`src/rtl/latdec_pkg.sv`:
```
package latdec_pkg;

    typedef enum logic {
        POL_LOW  = 1'b0,
        POL_HIGH = 1'b1
    } polarity_e;

    typedef struct packed {
        logic en_n;
        logic en;
    } gate_t;

    function automatic logic gate_open(input gate_t g);
        return (!g.en_n) && g.en;
    endfunction

endpackage

```
`src/rtl/addr_hold.sv`:
```
module addr_hold #(
    parameter int SEL_W = 3
) (
    input  logic             clk_i,
    input  logic             rst_i,
    input  logic             hold_i,
    input  logic [SEL_W-1:0] sel_i,
    output logic [SEL_W-1:0] sel_o
);
    logic [SEL_W-1:0] kept_q;

    always_ff @(posedge clk_i) begin
        if (rst_i) begin
            kept_q <= '0;
        end else if (!hold_i) begin
            kept_q <= sel_i;
        end
    end

    always_comb begin
        sel_o = hold_i ? kept_q : sel_i;
    end
endmodule

```
`src/rtl/line_decode.sv`:
```
module line_decode #(
    parameter int SEL_W = 3,
    localparam int OUT_N = 1 << SEL_W
) (
    input  logic [SEL_W-1:0] sel_i,
    input  logic             open_i,
    output logic [OUT_N-1:0] hit_o
);
    for (genvar i = 0; i < OUT_N; i++) begin : g_line
        assign hit_o[i] = open_i && (sel_i == SEL_W'(i));
    end
endmodule

```
`src/rtl/out_gate.sv`:
```
module out_gate #(
    parameter int OUT_N = 8,
    parameter latdec_pkg::polarity_e POLARITY = latdec_pkg::POL_HIGH
) (
    input  logic [OUT_N-1:0] hit_i,
    output logic [OUT_N-1:0] out_o
);
    if (POLARITY == latdec_pkg::POL_HIGH) begin : g_high
        assign out_o = hit_i;
    end else begin : g_low
        assign out_o = ~hit_i;
    end
endmodule

```
`src/rtl/latched_decoder.sv`:
```
module latched_decoder #(
    parameter int SEL_W = 3,
    parameter latdec_pkg::polarity_e POLARITY = latdec_pkg::POL_HIGH,
    localparam int OUT_N = 1 << SEL_W
) (
    input  logic             clk_i,
    input  logic             rst_i,
    input  logic [SEL_W-1:0] sel_i,
    input  logic             hold_i,
    input  logic             en_n_i,
    input  logic             en_i,
    output logic [OUT_N-1:0] out_o
);
    import latdec_pkg::*;

    logic [SEL_W-1:0] sel_eff;
    logic [OUT_N-1:0] hit;
    gate_t            gate;
    logic             open;

    always_comb begin
        gate.en_n = en_n_i;
        gate.en   = en_i;
        open      = gate_open(gate);
    end

    addr_hold #(.SEL_W(SEL_W)) u_hold (
        .clk_i (clk_i),
        .rst_i (rst_i),
        .hold_i(hold_i),
        .sel_i (sel_i),
        .sel_o (sel_eff)
    );

    line_decode #(.SEL_W(SEL_W)) u_dec (
        .sel_i (sel_eff),
        .open_i(open),
        .hit_o (hit)
    );

    out_gate #(.OUT_N(OUT_N), .POLARITY(POLARITY)) u_gate (
        .hit_i(hit),
        .out_o(out_o)
    );
endmodule

```
`config.mk`:
```
export PLATFORM = sky130hd
export DESIGN_NAME = latched_decoder
export DESIGN_NICKNAME = d
export VERILOG_FILES = /design/src/rtl/latdec_pkg.sv /design/src/rtl/addr_hold.sv /design/src/rtl/line_decode.sv /design/src/rtl/out_gate.sv /design/src/rtl/latched_decoder.sv
export SDC_FILE = /design/constraint.sdc
export NUM_CORES = 1
export LEC_CHECK = 0
export ABC_AREA = 1
export CORE_AREA = 2 2 39 41
export CTS_BUF_LIST = sky130_fd_sc_hd__clkbuf_16
export CTS_CLUSTER_DIAMETER = 30
export DETAILED_ROUTE_END_ITERATION = 7
export DIE_AREA = 0 0 41 43
export PLACE_DENSITY = 0.47
export REMOVE_ABC_BUFFERS = 1
export SLEW_MARGIN = 20
export SYNTH_ARGS = -nofsm -noshare
export SYNTH_HDL_FRONTEND = slang
export SYNTH_SLANG_ARGS = --single-unit
export TNS_END_PERCENT = 1
```
`constraint.sdc`:
```
create_clock -name clk_i -period 1.6 [get_ports clk_i]
set_input_delay 0.24 -clock clk_i [delete_from_list [all_inputs] [get_ports clk_i]]
set_output_delay 0.24 -clock clk_i [all_outputs]
set_load 0.1 [all_outputs]
```
After elaboration in Yosys (flattened, before gate mapping)

Index checks and enable logic that the tools add are counted.

Bits of input ports: 8
Word-level logic and storage cells: 20
Flip-flop bits (word level): 3

Muxes and demuxes: 1
Reduce and logical (&&, ||, !) cells: 11
Equal/unequal tests: 7

Operators by type and width:

| cell                                                | number |
|---|---|
| equality test 3 bit, second input constant          | 4 |
| logical AND 1 bit                                   | 9 |
| equality test 3 x 2 -> 1 bit, second input constant | 2 |
| equality test 3 x 1 -> 1 bit, second input constant | 1 |
| logical NOT 3 bit                                   | 1 |
| 2-to-1 mux 3 bit                                    | 1 |
| logical NOT 1 bit                                   | 1 |

Logic depth before layout (Yosys ltp)

Depth in word-level cells: 3
Mapped depth: 5
Gate-level depth less buffers: 5

Modules after synthesis

A second synthesis with hierarchy kept.

Cell total of the unflattened synthesis: 52
Area total of the unflattened synthesis: 279.0 µm²

By module, submodules not included:

| module          | cells each | area each (µm²) | instances | sequential area each (µm²) |
|---|---|---|---|---|
| addr_hold       | 25         | 145.1           | 1         | 60.1 |
| line_decode     | 17         | 63.8            | 1         | 0.0 |
| out_gate        | 8          | 60.1            | 1         | 0.0 |
| latched_decoder | 2          | 10.0            | 1         | 0.0 |

Worst setup path after synthesis

Ideal clock, no wire load.

Kind: input-to-output
Start: input port en_i
End: output port out_o[0]
Arrival time: 1.859 ns
Setup slack: -0.499 ns
Buffers on the path: 0
Cell stages on the path: 4
Cell sequence: inv_1 -> nor2_1 -> nand3_4 -> nor2_1

Word-level cells in the longest chain between the ends: 2

RTL lines:

| what              | RTL line              | source |
|---|---|---|
| start, declared   | latched_decoder.sv:11 | `input logic en_i,` |
| logical AND 1 bit | latdec_pkg.sv:14      | `return (!g.en_n) && g.en;` |
| logical AND 1 bit | line_decode.sv:10     | `assign hit_o[i] = open_i && (sel_i == SEL_W'(i));` |
| end, declared     | latched_decoder.sv:12 | `output logic [OUT_N-1:0] out_o` |

Every way passes these cells.

Worst setup path after layout

Start: input port sel_i[2]
End: output port out_o[7]

Word-level cells in the longest chain between the ends: 3

RTL lines:

| what                | RTL line             | source |
|---|---|---|
| start, declared     | latched_decoder.sv:8 | `input logic [SEL_W-1:0] sel_i,` |
| 2-to-1 mux 3 bit    | addr_hold.sv:21      | `sel_o = hold_i ? kept_q : sel_i;` |
| equality test 3 bit | line_decode.sv:10    |  |
| logical AND 1 bit   | line_decode.sv:10    |  |

Every way passes these cells.

==> results.toml <==
[pwr]
power_uw = 602
ir_worst_vdd_mv = 1.35
p_leak_nw = 0.296
powerDensity_nw_per_um2 = 894

[finish]
n_fill_cell = 145
stdcell_count = 81
multiInputGateArea_sq_um = 234
layout.nets = 74
largest_reg_flops = 3
top_regs = "u_hold.kept_q x3"
seq_area_sq_um = 60.1
top_register = "u_hold.kept_q"
layout-drive-gt1-share_pct = 53.8
antenna_cells = 0
area_growth_pct = 185

[floorplan]
fp.dieArea_sq_um = 1760
initial_core_util_pct = 17.1
fp.dieH_um = 43
design.core.area_sq_um = 1380
boundaryPins = 16
rows = 14
die_w_um = 41

[sta]
hold_ws_ns = 0.525
post-route-period-util_pct = 98.1
rsz0062_at_grt = "yes"
fin_skew_ns = 0
tightestPinTransition_ns = 0.233
fin_setup_tns_ns = 0
setup-violations-final = 0
slew_violations = 0
hold_viol_final = 0
fmax_mhz = 637
finalCriticalPeriod_ns = 1.57
slew_headroom_pct = 84.5

[placement]
dp_cells = 77
dp_hpwl_um = 549
place_congestion = 0.652
portBuffers = 15

[synthesis]
synth_cells = 42
synth_edf_count = 0
yosysTopAreaCellShare_pct = 25.4
yosysUniqueCellTypes = 9
synth.most_common_cell = "nand2_1"
synthTopCellsByCount = "nand2_1, nor2_1, inv_1, dfxtp_1, nand2_2"
yosys_warnings = 0
yosysSeqAreaShare_pct = 25.4
ys_seq_elements = 3
avgSynthCellArea_sq_um = 5.63
async_reset_ff_share_pct = 0
synth_area_leader_cell = "dfxtp_1"
synthTopCellsByArea = "dfxtp_1, nand2_1, nor2_1"
synthFlopType = "dfxtp_1"
syn-cell-area_sq_um = 236

[route]
wl_per_cell_um = 10.1
drt_iter0_markers = 6
dr.pass1.iters = 4
drc = 0
ant_nets = 0
num_vias = 322
viasPerCell = 3.98
drt_wl_total_um = 819

[clock_tree]
post-cts-setup-buffer-count = 0
cts_buffer_depth = 2
h-tree-depth = 1
cts.sinks = 3
cts_tree = "done"
path_clk_slew_ns = 0.03
insertion_delay_ns = 0.22
cts-root-buf = "clkbuf_16"
cts_made_buffers = 3

[global_route]
grt_overflow = 0
grt_pass1_wl_um = 1250
antenna_found_initial = 0
grt_usage_pct = 10.3
grt_pass1_vias = 309
grt_max_degree = 7

[worst_setup_path]
r2r_start = "u_hold.kept_q[1]"
crit_buf_inv = 2
worstSetupPathType = "input port to primary output"
r2r-end = "u_hold.kept_q[1]"
path_cells = "clkdlybuf4s50_1 -> nand2_4 -> nand2_2 -> nand2_4 -> nor2_4 -> buf_12"
cp-start-kind = "input port"
crit_top_cell = "nand2_4"
path_depth = 6
crit_start = "sel_i[2]"
critical_path_arrival_ns = 1.33
r2r_cells = 5
critPathMaxStageDelay_ns = 0.51
critPathCaptureType = "primary output"
endpoint = "out_o[7]"
rrSetupSlack_ns = 0.80
required_ns = 1.36
crit_slowest_cell = "clkdlybuf4s50_1"
crit_fanout = 4
crit_family = "buffers and inverters"

[flow_run]
maxCapViolCount = 0

[run_status]
status = "finished, final reports clean"

[worst_hold_path]
worstHoldPathType = "register to register"
holdCritStartpoint = "u_hold.kept_q[2]"
per-layer routing:
layer	up-vias	part of all wire, %	global-route usage [%]
met5	-	0	0
met2	4	56	14.1
met4	0	1.5	4.00
met1	146	40	14.8
li1	170	-	-
met3	2	2.8	3.14
cells by family after synthesis:
kind of cell,Yosys count,synth area share (%)
AOI/OAI and AO/OA,1,2.11
buffers and inverters,6,9.52
DFF,3,25.4
and+or+nand+nor,32,63.0
metrics by stage:
stage / cell area (sq um) / utilization (%) / setup WS, ns
3_3_place_gp: 517 / 37.3 / -0.228
4_1_cts: 633 / 45.8 / -0.0122
3_5_place_dp: 517 / 37.3 / -0.223
6_report: 673 / 48.6 / 0.0304
5_1_grt: 673 / 48.6 / -0.0433
2_1_floorplan: 236 / - / -0.499
worst min-delay path, cell delays in order (launching register included):
cell	delay [ns]
dfxtp_1	0.29
nand2_2	0.11
a21oi_1	0.07
repair_timing:
action	CTS	global route
pin swaps	4	2
resized for setup	14	11
hold buffers	0	0
endpoints found under the hold margin	0	0
endpoints found under the setup margin	8	8
how the worst min path moves through the flow:
stage	end	slack, ns	depth (start not counted)
floorplan	u_hold.kept_q[2]	0.31	1
global placement	u_hold.kept_q[2]	0.52	2
detailed placement	u_hold.kept_q[2]	0.52	2
CTS	u_hold.kept_q[2]	0.53	2
global route	u_hold.kept_q[2]	0.56	2
finish	u_hold.kept_q[2]	0.53	2
cell usage in the layout, fill, tap and decap left out:
master / netlist / layout
a21oi_1: 1 / 1
nand2_2: 3 / 8
clkdlybuf4s50_1: 0 / 5
buf_12: 0 / 8
inv_1: 5 / 6
dlygate4sd2_1: 0 / 2
buf_4: 0 / 4
nor2_4: 0 / 8
dfxtp_1: 3 / 3
nand2_1: 16 / 10
nand2_4: 1 / 2
inv_2: 1 / 1
nor2_1: 11 / 3
nand3_4: 1 / 1
clkbuf_16: 0 / 3
cell type report:
class                      count  share of cell area, %
timing repair buffer          19                   38.3
multi-input combinational     33                   34.8
clock buffer                   3                   11.2
sequential                     3                   8.92
inverter                       6                   3.35
tap                           16                   2.97
clock inverter                 1                  0.558
power breakdown:
group	leakage (nW)	switching, mW	total [mW]	internal [mW]
registers	0.0249	0.00229	0.0826	0.0803
logic	0.229	0.0821	0.135	0.0528
clock network	0.0423	0.0628	0.385	0.322
No activity file was read; power rests on OpenSTA's default activity.
